**src/rtl/prio_bank_pkg.sv**
```systemverilog
package prio_bank_pkg;

    parameter int unsigned NUM_LEVELS = 4;
    parameter int unsigned NUM_REGS   = 16;
    parameter int unsigned REG_W      = 16;

    localparam int unsigned LVL_W       = $clog2(NUM_LEVELS);
    localparam int unsigned IDX_W       = $clog2(NUM_REGS);
    localparam int unsigned LANES       = REG_W / 8;
    localparam int unsigned LANE_W      = (LANES > 1) ? $clog2(LANES) : 1;
    localparam int unsigned NUM_IRQ     = NUM_LEVELS - 1;
    localparam int unsigned ALIAS_BYTES = NUM_LEVELS * NUM_REGS * LANES;
    localparam int unsigned ALIAS_AW    = $clog2(ALIAS_BYTES);

    typedef logic [LVL_W-1:0]   level_t;
    typedef logic [IDX_W-1:0]   reg_idx_t;
    typedef logic [REG_W-1:0]   word_t;
    typedef logic [7:0]         byte_t;
    typedef logic [LANE_W-1:0]  lane_t;
    typedef logic [NUM_IRQ-1:0] req_t;

    // Whole register file, bank-major
    typedef logic [NUM_LEVELS-1:0][NUM_REGS-1:0][REG_W-1:0] file_t;

    // Alias location: bank in the top bits, register next, lane 0 = most significant byte
    typedef struct packed {
        level_t   bank;
        reg_idx_t idx;
        lane_t    lane;
    } alias_loc_t;

    typedef struct packed {
        logic     en;
        level_t   bank;
        reg_idx_t idx;
        word_t    data;
    } cpu_wr_t;

    typedef struct packed {
        logic       en;
        alias_loc_t loc;
        byte_t      data;
    } bus_wr_t;

    function automatic alias_loc_t decode_alias(input logic [ALIAS_AW-1:0] addr);
        return alias_loc_t'(addr);
    endfunction

    // Highest asserted request wins; none asserted selects level 0
    function automatic level_t pick_level(input req_t req);
        level_t lvl;
        lvl = '0;
        for (int i = 0; i < int'(NUM_IRQ); i++) begin
            if (req[i]) lvl = level_t'(i + 1);
        end
        return lvl;
    endfunction

    // Bit offset of a byte lane inside a register word
    function automatic int unsigned lane_lsb(input int unsigned lane);
        return (LANES - 1 - lane) * 8;
    endfunction

endpackage

```
**src/rtl/prio_level_arbiter.sv**
```systemverilog
module prio_level_arbiter
    import prio_bank_pkg::*;
(
    input  logic   clk,
    input  logic   rst,
    input  logic   advance_i,
    input  req_t   req_i,
    output level_t level_o
);

    level_t level_q;

    always_ff @(posedge clk) begin
        if (rst) begin
            level_q <= '0;
        end else if (advance_i) begin
            level_q <= pick_level(req_i);
        end
    end

    assign level_o = level_q;

endmodule

```
**src/rtl/prio_bank_array.sv**
```systemverilog
module prio_bank_array
    import prio_bank_pkg::*;
(
    input  logic    clk,
    input  logic    rst,
    input  cpu_wr_t cpu_wr_i,
    input  bus_wr_t bus_wr_i,
    output file_t   file_o
);

    for (genvar b = 0; b < int'(NUM_LEVELS); b++) begin : g_bank
        for (genvar r = 0; r < int'(NUM_REGS); r++) begin : g_reg
            for (genvar l = 0; l < int'(LANES); l++) begin : g_lane
                localparam int unsigned LSB = lane_lsb(l);

                byte_t cell_q;
                logic  cpu_hit;
                logic  bus_hit;

                assign cpu_hit = cpu_wr_i.en
                              && (cpu_wr_i.bank == level_t'(b))
                              && (cpu_wr_i.idx  == reg_idx_t'(r));
                assign bus_hit = bus_wr_i.en
                              && (bus_wr_i.loc.bank == level_t'(b))
                              && (bus_wr_i.loc.idx  == reg_idx_t'(r))
                              && (bus_wr_i.loc.lane == lane_t'(l));

                // Processor port has priority over the memory alias port
                always_ff @(posedge clk) begin
                    if (rst) begin
                        cell_q <= '0;
                    end else if (cpu_hit) begin
                        cell_q <= cpu_wr_i.data[LSB +: 8];
                    end else if (bus_hit) begin
                        cell_q <= bus_wr_i.data;
                    end
                end

                assign file_o[b][r][LSB +: 8] = cell_q;
            end
        end
    end

endmodule

```
**src/rtl/prio_read_mux.sv**
```systemverilog
module prio_read_mux
    import prio_bank_pkg::*;
(
    input  file_t      file_i,
    input  level_t     level_i,
    input  reg_idx_t   rd_a_idx_i,
    input  reg_idx_t   rd_b_idx_i,
    input  alias_loc_t bus_loc_i,
    output word_t      rd_a_o,
    output word_t      rd_b_o,
    output word_t      pc_o,
    output byte_t      bus_byte_o
);

    word_t bus_word;

    always_comb begin
        rd_a_o     = file_i[level_i][rd_a_idx_i];
        rd_b_o     = file_i[level_i][rd_b_idx_i];
        pc_o       = file_i[level_i][0];
        bus_word   = file_i[bus_loc_i.bank][bus_loc_i.idx];
        bus_byte_o = bus_word[lane_lsb(int'(bus_loc_i.lane)) +: 8];
    end

endmodule

```
**src/rtl/prio_bank_regfile.sv**
```systemverilog
module prio_bank_regfile
    import prio_bank_pkg::*;
(
    input  logic                clk,
    input  logic                rst,
    input  logic                step_i,
    input  logic [NUM_IRQ-1:0]  irq_i,
    output logic [LVL_W-1:0]    level_o,
    output logic [REG_W-1:0]    pc_o,
    input  logic [IDX_W-1:0]    rd_a_idx_i,
    output logic [REG_W-1:0]    rd_a_data_o,
    input  logic [IDX_W-1:0]    rd_b_idx_i,
    output logic [REG_W-1:0]    rd_b_data_o,
    input  logic                wr_en_i,
    input  logic [IDX_W-1:0]    wr_idx_i,
    input  logic [REG_W-1:0]    wr_data_i,
    input  logic [ALIAS_AW-1:0] bus_addr_i,
    input  logic                bus_we_i,
    input  logic [7:0]          bus_wdata_i,
    output logic [7:0]          bus_rdata_o
);

    level_t     cur_level;
    file_t      file_q;
    cpu_wr_t    cpu_wr;
    bus_wr_t    bus_wr;
    alias_loc_t bus_loc;

    assign bus_loc = decode_alias(bus_addr_i);

    always_comb begin
        cpu_wr.en   = wr_en_i;
        cpu_wr.bank = cur_level;
        cpu_wr.idx  = wr_idx_i;
        cpu_wr.data = wr_data_i;
        bus_wr.en   = bus_we_i;
        bus_wr.loc  = bus_loc;
        bus_wr.data = bus_wdata_i;
    end

    prio_level_arbiter u_arbiter (
        .clk       (clk),
        .rst       (rst),
        .advance_i (step_i),
        .req_i     (irq_i),
        .level_o   (cur_level)
    );

    prio_bank_array u_array (
        .clk      (clk),
        .rst      (rst),
        .cpu_wr_i (cpu_wr),
        .bus_wr_i (bus_wr),
        .file_o   (file_q)
    );

    prio_read_mux u_mux (
        .file_i     (file_q),
        .level_i    (cur_level),
        .rd_a_idx_i (rd_a_idx_i),
        .rd_b_idx_i (rd_b_idx_i),
        .bus_loc_i  (bus_loc),
        .rd_a_o     (rd_a_data_o),
        .rd_b_o     (rd_b_data_o),
        .pc_o       (pc_o),
        .bus_byte_o (bus_rdata_o)
    );

    assign level_o = cur_level;

endmodule

```
**config.mk**
```make
export PLATFORM = sky130hd
export DESIGN_NAME = prio_bank_regfile
export DESIGN_NICKNAME = d
export VERILOG_FILES = /design/src/rtl/prio_bank_pkg.sv /design/src/rtl/prio_level_arbiter.sv /design/src/rtl/prio_bank_array.sv /design/src/rtl/prio_read_mux.sv /design/src/rtl/prio_bank_regfile.sv
export SDC_FILE = /design/constraint.sdc
export NUM_CORES = 2
export LEC_CHECK = 0
export ABC_AREA = 1
export BUFFER_PORTS_ARGS = -buffer_cell sky130_fd_sc_hd__buf_2
export CORE_MARGIN = 10
export CORE_UTILIZATION = 35
export CTS_CLUSTER_DIAMETER = 80
export DETAILED_ROUTE_END_ITERATION = 6
export GPL_ROUTABILITY_DRIVEN = 0
export MAX_ROUTING_LAYER = met4
export PLACE_DENSITY = 0.5
export SYNTH_ARGS = -nofsm -noshare
export SYNTH_HDL_FRONTEND = slang
export SYNTH_SLANG_ARGS = --single-unit
```
**constraint.sdc**
```tcl
create_clock -name clk -period 3.2 [get_ports clk]
set_input_delay 0.48 -clock clk [delete_from_list [all_inputs] [get_ports clk]]
set_output_delay 0.48 -clock clk [all_outputs]
set_load 0.05 [all_outputs]
```
==> results.sh <==
export IMPL_run_status="finished, violations left"
export IMPL_failing_checks="DRC, setup timing"
export IMPL_yosysTopAreaCellShare_pct=31.89
export IMPL_number_of_instances_in_the_synthesized_netlist=11060
export IMPL_count_of_cells_along_the_worst_hold_path=3
export IMPL_postRouteWirelength_mm=424.0
export IMPL_floorplan_die_area_um2=201600
export IMPL_syn_nets=11110
export IMPL_synth_warnings=0
export IMPL_max_cap_violations=0
export IMPL_flow_area_growth_from_synthesis_pct=29.31
export IMPL_clock_period_minus_final_worst_setup_slack_ps=3777
export IMPL_die_height_um=449.0
export IMPL_worst_slew_pin_slew_ps=1399
export IMPL_placement_rows=157
export IMPL_first_global_vias=77060
export IMPL_synthArstFlopShare_pct=0
export IMPL_hold_path_startpoint="wr_data_i[12]"
export IMPL_ys_seq_elements=1026
export IMPL_fin_util_pct=45.49
export IMPL_postLayoutSetupSlackWorst_ps=-577.1
export IMPL_hpwl_mm=297.7
export IMPL_first_iter_violations=15710
export IMPL_total_power_mw=34.33
export IMPL_critPathLaunchType="register"
export IMPL_synth_sequential_area_ratio_pct=31.89
export IMPL_tritoncts="yes"
export IMPL_peakVddDrop_v=0.0004474
export IMPL_num_nets_final=11400
export IMPL_die_width_um=449.0
export IMPL_filler_cell_count=19130
export IMPL_avgSynthCellArea_um2=5.822
export IMPL_synth_top_cell_by_area="dfxtp_1"
export IMPL_drt_pass1_iter_count=7
export IMPL_post_synth_top_count_cell="nand2_1"
export IMPL_grt_pass1_wl_mm=580.8
export IMPL_grt_antenna_before_repair=15
export IMPL_post_drt_wl_per_cell_um=30.44
export IMPL_final_routed_drc_violation_total=111
export IMPL_grt_total_usage_pct=40.24
export IMPL_cts_max_path_buffers=3
export IMPL_timing_max_slew_rel_slack_pct=6.619
export IMPL_clk_transition_reported_paths_ps=60
export IMPL_numPortBuffers=108
export IMPL_numCtsBuffers=121
export IMPL_synthesized_cell_area_um2=64400
export IMPL_cts_sinks=1026
export IMPL_clock_latency_reported_for_the_late_side_of_the_worst_skew_pair_ps=850
export IMPL_cts_max_level=3
export IMPL_finalSetupViolations=40
export IMPL_grt_setup_unrepaired="true"
export IMPL_grt_overflow_total=0
export IMPL_yosys_top_cells_area="dfxtp_1 (32%), nand2_1 (18%), nor2_1 (10%), nand3_1 (9.4%), a21oi_1 (9.3%)"
export IMPL_maxClockFrequency_mhz=264.8
export IMPL_detail_route_antenna_nets=0
export IMPL_worstSetupEndpointType="output port"
export IMPL_hold_removal_path_class="input pin to register"
export IMPL_final_period_utilization_pct=118.0
export IMPL_effective_utilization_at_floorplan_pct=35.18
export IMPL_synth_enable_flop_cells=0
export IMPL_routed_via_count=87260
export IMPL_synth_cells_most_frequent="nand2_1 (3142), nor2_1 (1736), nand3_1 (1209)"
export IMPL_power_density_nw_per_um2=412.3
export IMPL_maxSlewViolCount=0
export IMPL_reg2reg_from="u_arbiter.level_o[0]$_SDFFE_PP0P_"
export IMPL_postSynth_topFlopCell="dfxtp_1"
export IMPL_critical_path_startpoint="u_arbiter.level_o[1]$_SDFFE_PP0P_"
export IMPL_final_hold_worst_slack_ps=3.538
export IMPL_worst_r2r_cell_count=12
export IMPL_design_core_area_um2=183100
export IMPL_setup_worst_path_class="register to output port"
export IMPL_largest_net_degree_at_the_start_of_global_routing=83
export IMPL_timing_hold_violations_final=0
export IMPL_critPathArrivalTime_ps=3300
export IMPL_netlist_cell_type_count=22
export IMPL_vias_per_cell=6.265
export IMPL_design_portCount=109
export IMPL_root_buffer="clkbuf_16"
export IMPL_worstPathMaxFanout=16
export IMPL_worst_clock_skew_ps=40.06
export IMPL_critPathRequiredTime_ps=2720
export IMPL_p_leak_nw=32.23
export IMPL_drive_gt1_share_pct=17.09
==> area by class of cell <==
cell class	count	area, um^2	area share (%)
Tap cell	2464	3083	3.702
Timing Repair Buffer	895	10020	12.03
Inverter	411	1670	2.006
Multi-Input combinational cell	8890	43560	52.31
Sequential cell	1026	20700	24.86
Clock inverter	50	666.9	0.8008
Clock buffer	174	3527	4.236
Antenna cell	18	45.04	0.05409
==> per-stage QoR <==
stage                     setup TNS (ps)  instance area, um^2  cells  setup WS (ps)
after floorplan                        0                64400  11060          212.9
after global placement             -4060                72980  13590         -561.1
after detailed placement           -3702                72980  13590         -547.9
after CTS                         -13180                81010  13870         -448.4
after global routing              -15200                83260  13920         -512.2
final                             -16410                83270  13930         -577.1
==> registers in the layout, indices dropped and copies added, names as in the netlist <==
signal	count
u_arbiter.level_o	2
u_array.g_bank.g.g_lane.cell_q	1024
==> cell families after synthesis <==
family,count (synthesis),synth area share (%)
flip-flops,1026,31.89
AO/OA/AOI/OAI,2729,22.78
AND/OR/NAND/NOR,6161,38.56
buffers and inverters,1146,6.769
==> what timing repair did <==
action                                  in CTS  in global routing
endpoints found under the setup margin      53                 42
hold endpoints to repair                     4                  0
gates resized for setup                    619                460
hold buffers                                 6                  0
pin swaps                                   99                139
buffers inserted                            31                 30
cloned                                      19                 15
==> routing by layer <==
metal / track usage [%] / wire length [um] / up-vias
li1: - / - / 37560
met1: 48.57 / 152300 / 40060
met2: 54.52 / 165500 / 7530
met3: 13.48 / 63010 / 2114
met4: 30.98 / 43180 / 0
met5: - / 0 / -
==> worst paths after layout <==
path	to	slack [ps]
worst min-delay path	u_array.g_bank[3].g_reg[0].g_lane[0].cell_q[4]$_SDFFE_PP0P_	4
worst min register to register	u_array.g_bank[2].g_reg[4].g_lane[0].cell_q[0]$_SDFFE_PP0P_	470
worst max register to register	u_array.g_bank[0].g_reg[4].g_lane[1].cell_q[2]$_SDFFE_PP0P_	310
worst max-delay path	rd_b_data_o[4]	-580
==> where the power goes <==
part	internal, mW	leakage (nW)	switching (mW)	total (mW)
clock network	8.63	2.07	6.32	14.9
logic	1.87	21.8	4.53	6.41
registers	12.8	8.32	0.129	13.0
==> worst max-delay path, stage by stage, from the launching register on <==
cell and delay [ps]:
dfxtp_2 320, buf_12 150, inv_8 70, nor2_4 40
buf_12 130, buf_16 170, a22oi_1 410, nand3_1 170
nand3_2 230, nand3_2 210, nand3_4 180, nand2_4 130
buf_12 170
==> layout by cell type, fill, tap and decap left out, types with 16 or more instances in the layout <==
cell       count
buf_4        564
a21oi_2       22
clkbuf_1      23
nand3_4      109
o21ai_0      819
nor2_2        22
nand2_1     3056
inv_2         60
clkbuf_8      30
clkinv_2      19
nand4_1       39
inv_4         28
a22oi_1      221
clkbuf_16    136
nand2_4       31
nor2_4        18
a21oi_1     1170
buf_16        34
dfxtp_4       16
a22oi_2      181
nor2_1      1712
buf_12       180
o21ai_1      278
nand2_2       65
buf_6         28
nand3_2      184
inv_1        316
diode_2       18
dfxtp_1      927
buf_2         57
dfxtp_2       83
o21ai_2       23
nand3_1      916
Note: power is estimated with default switching activity, not from simulation.
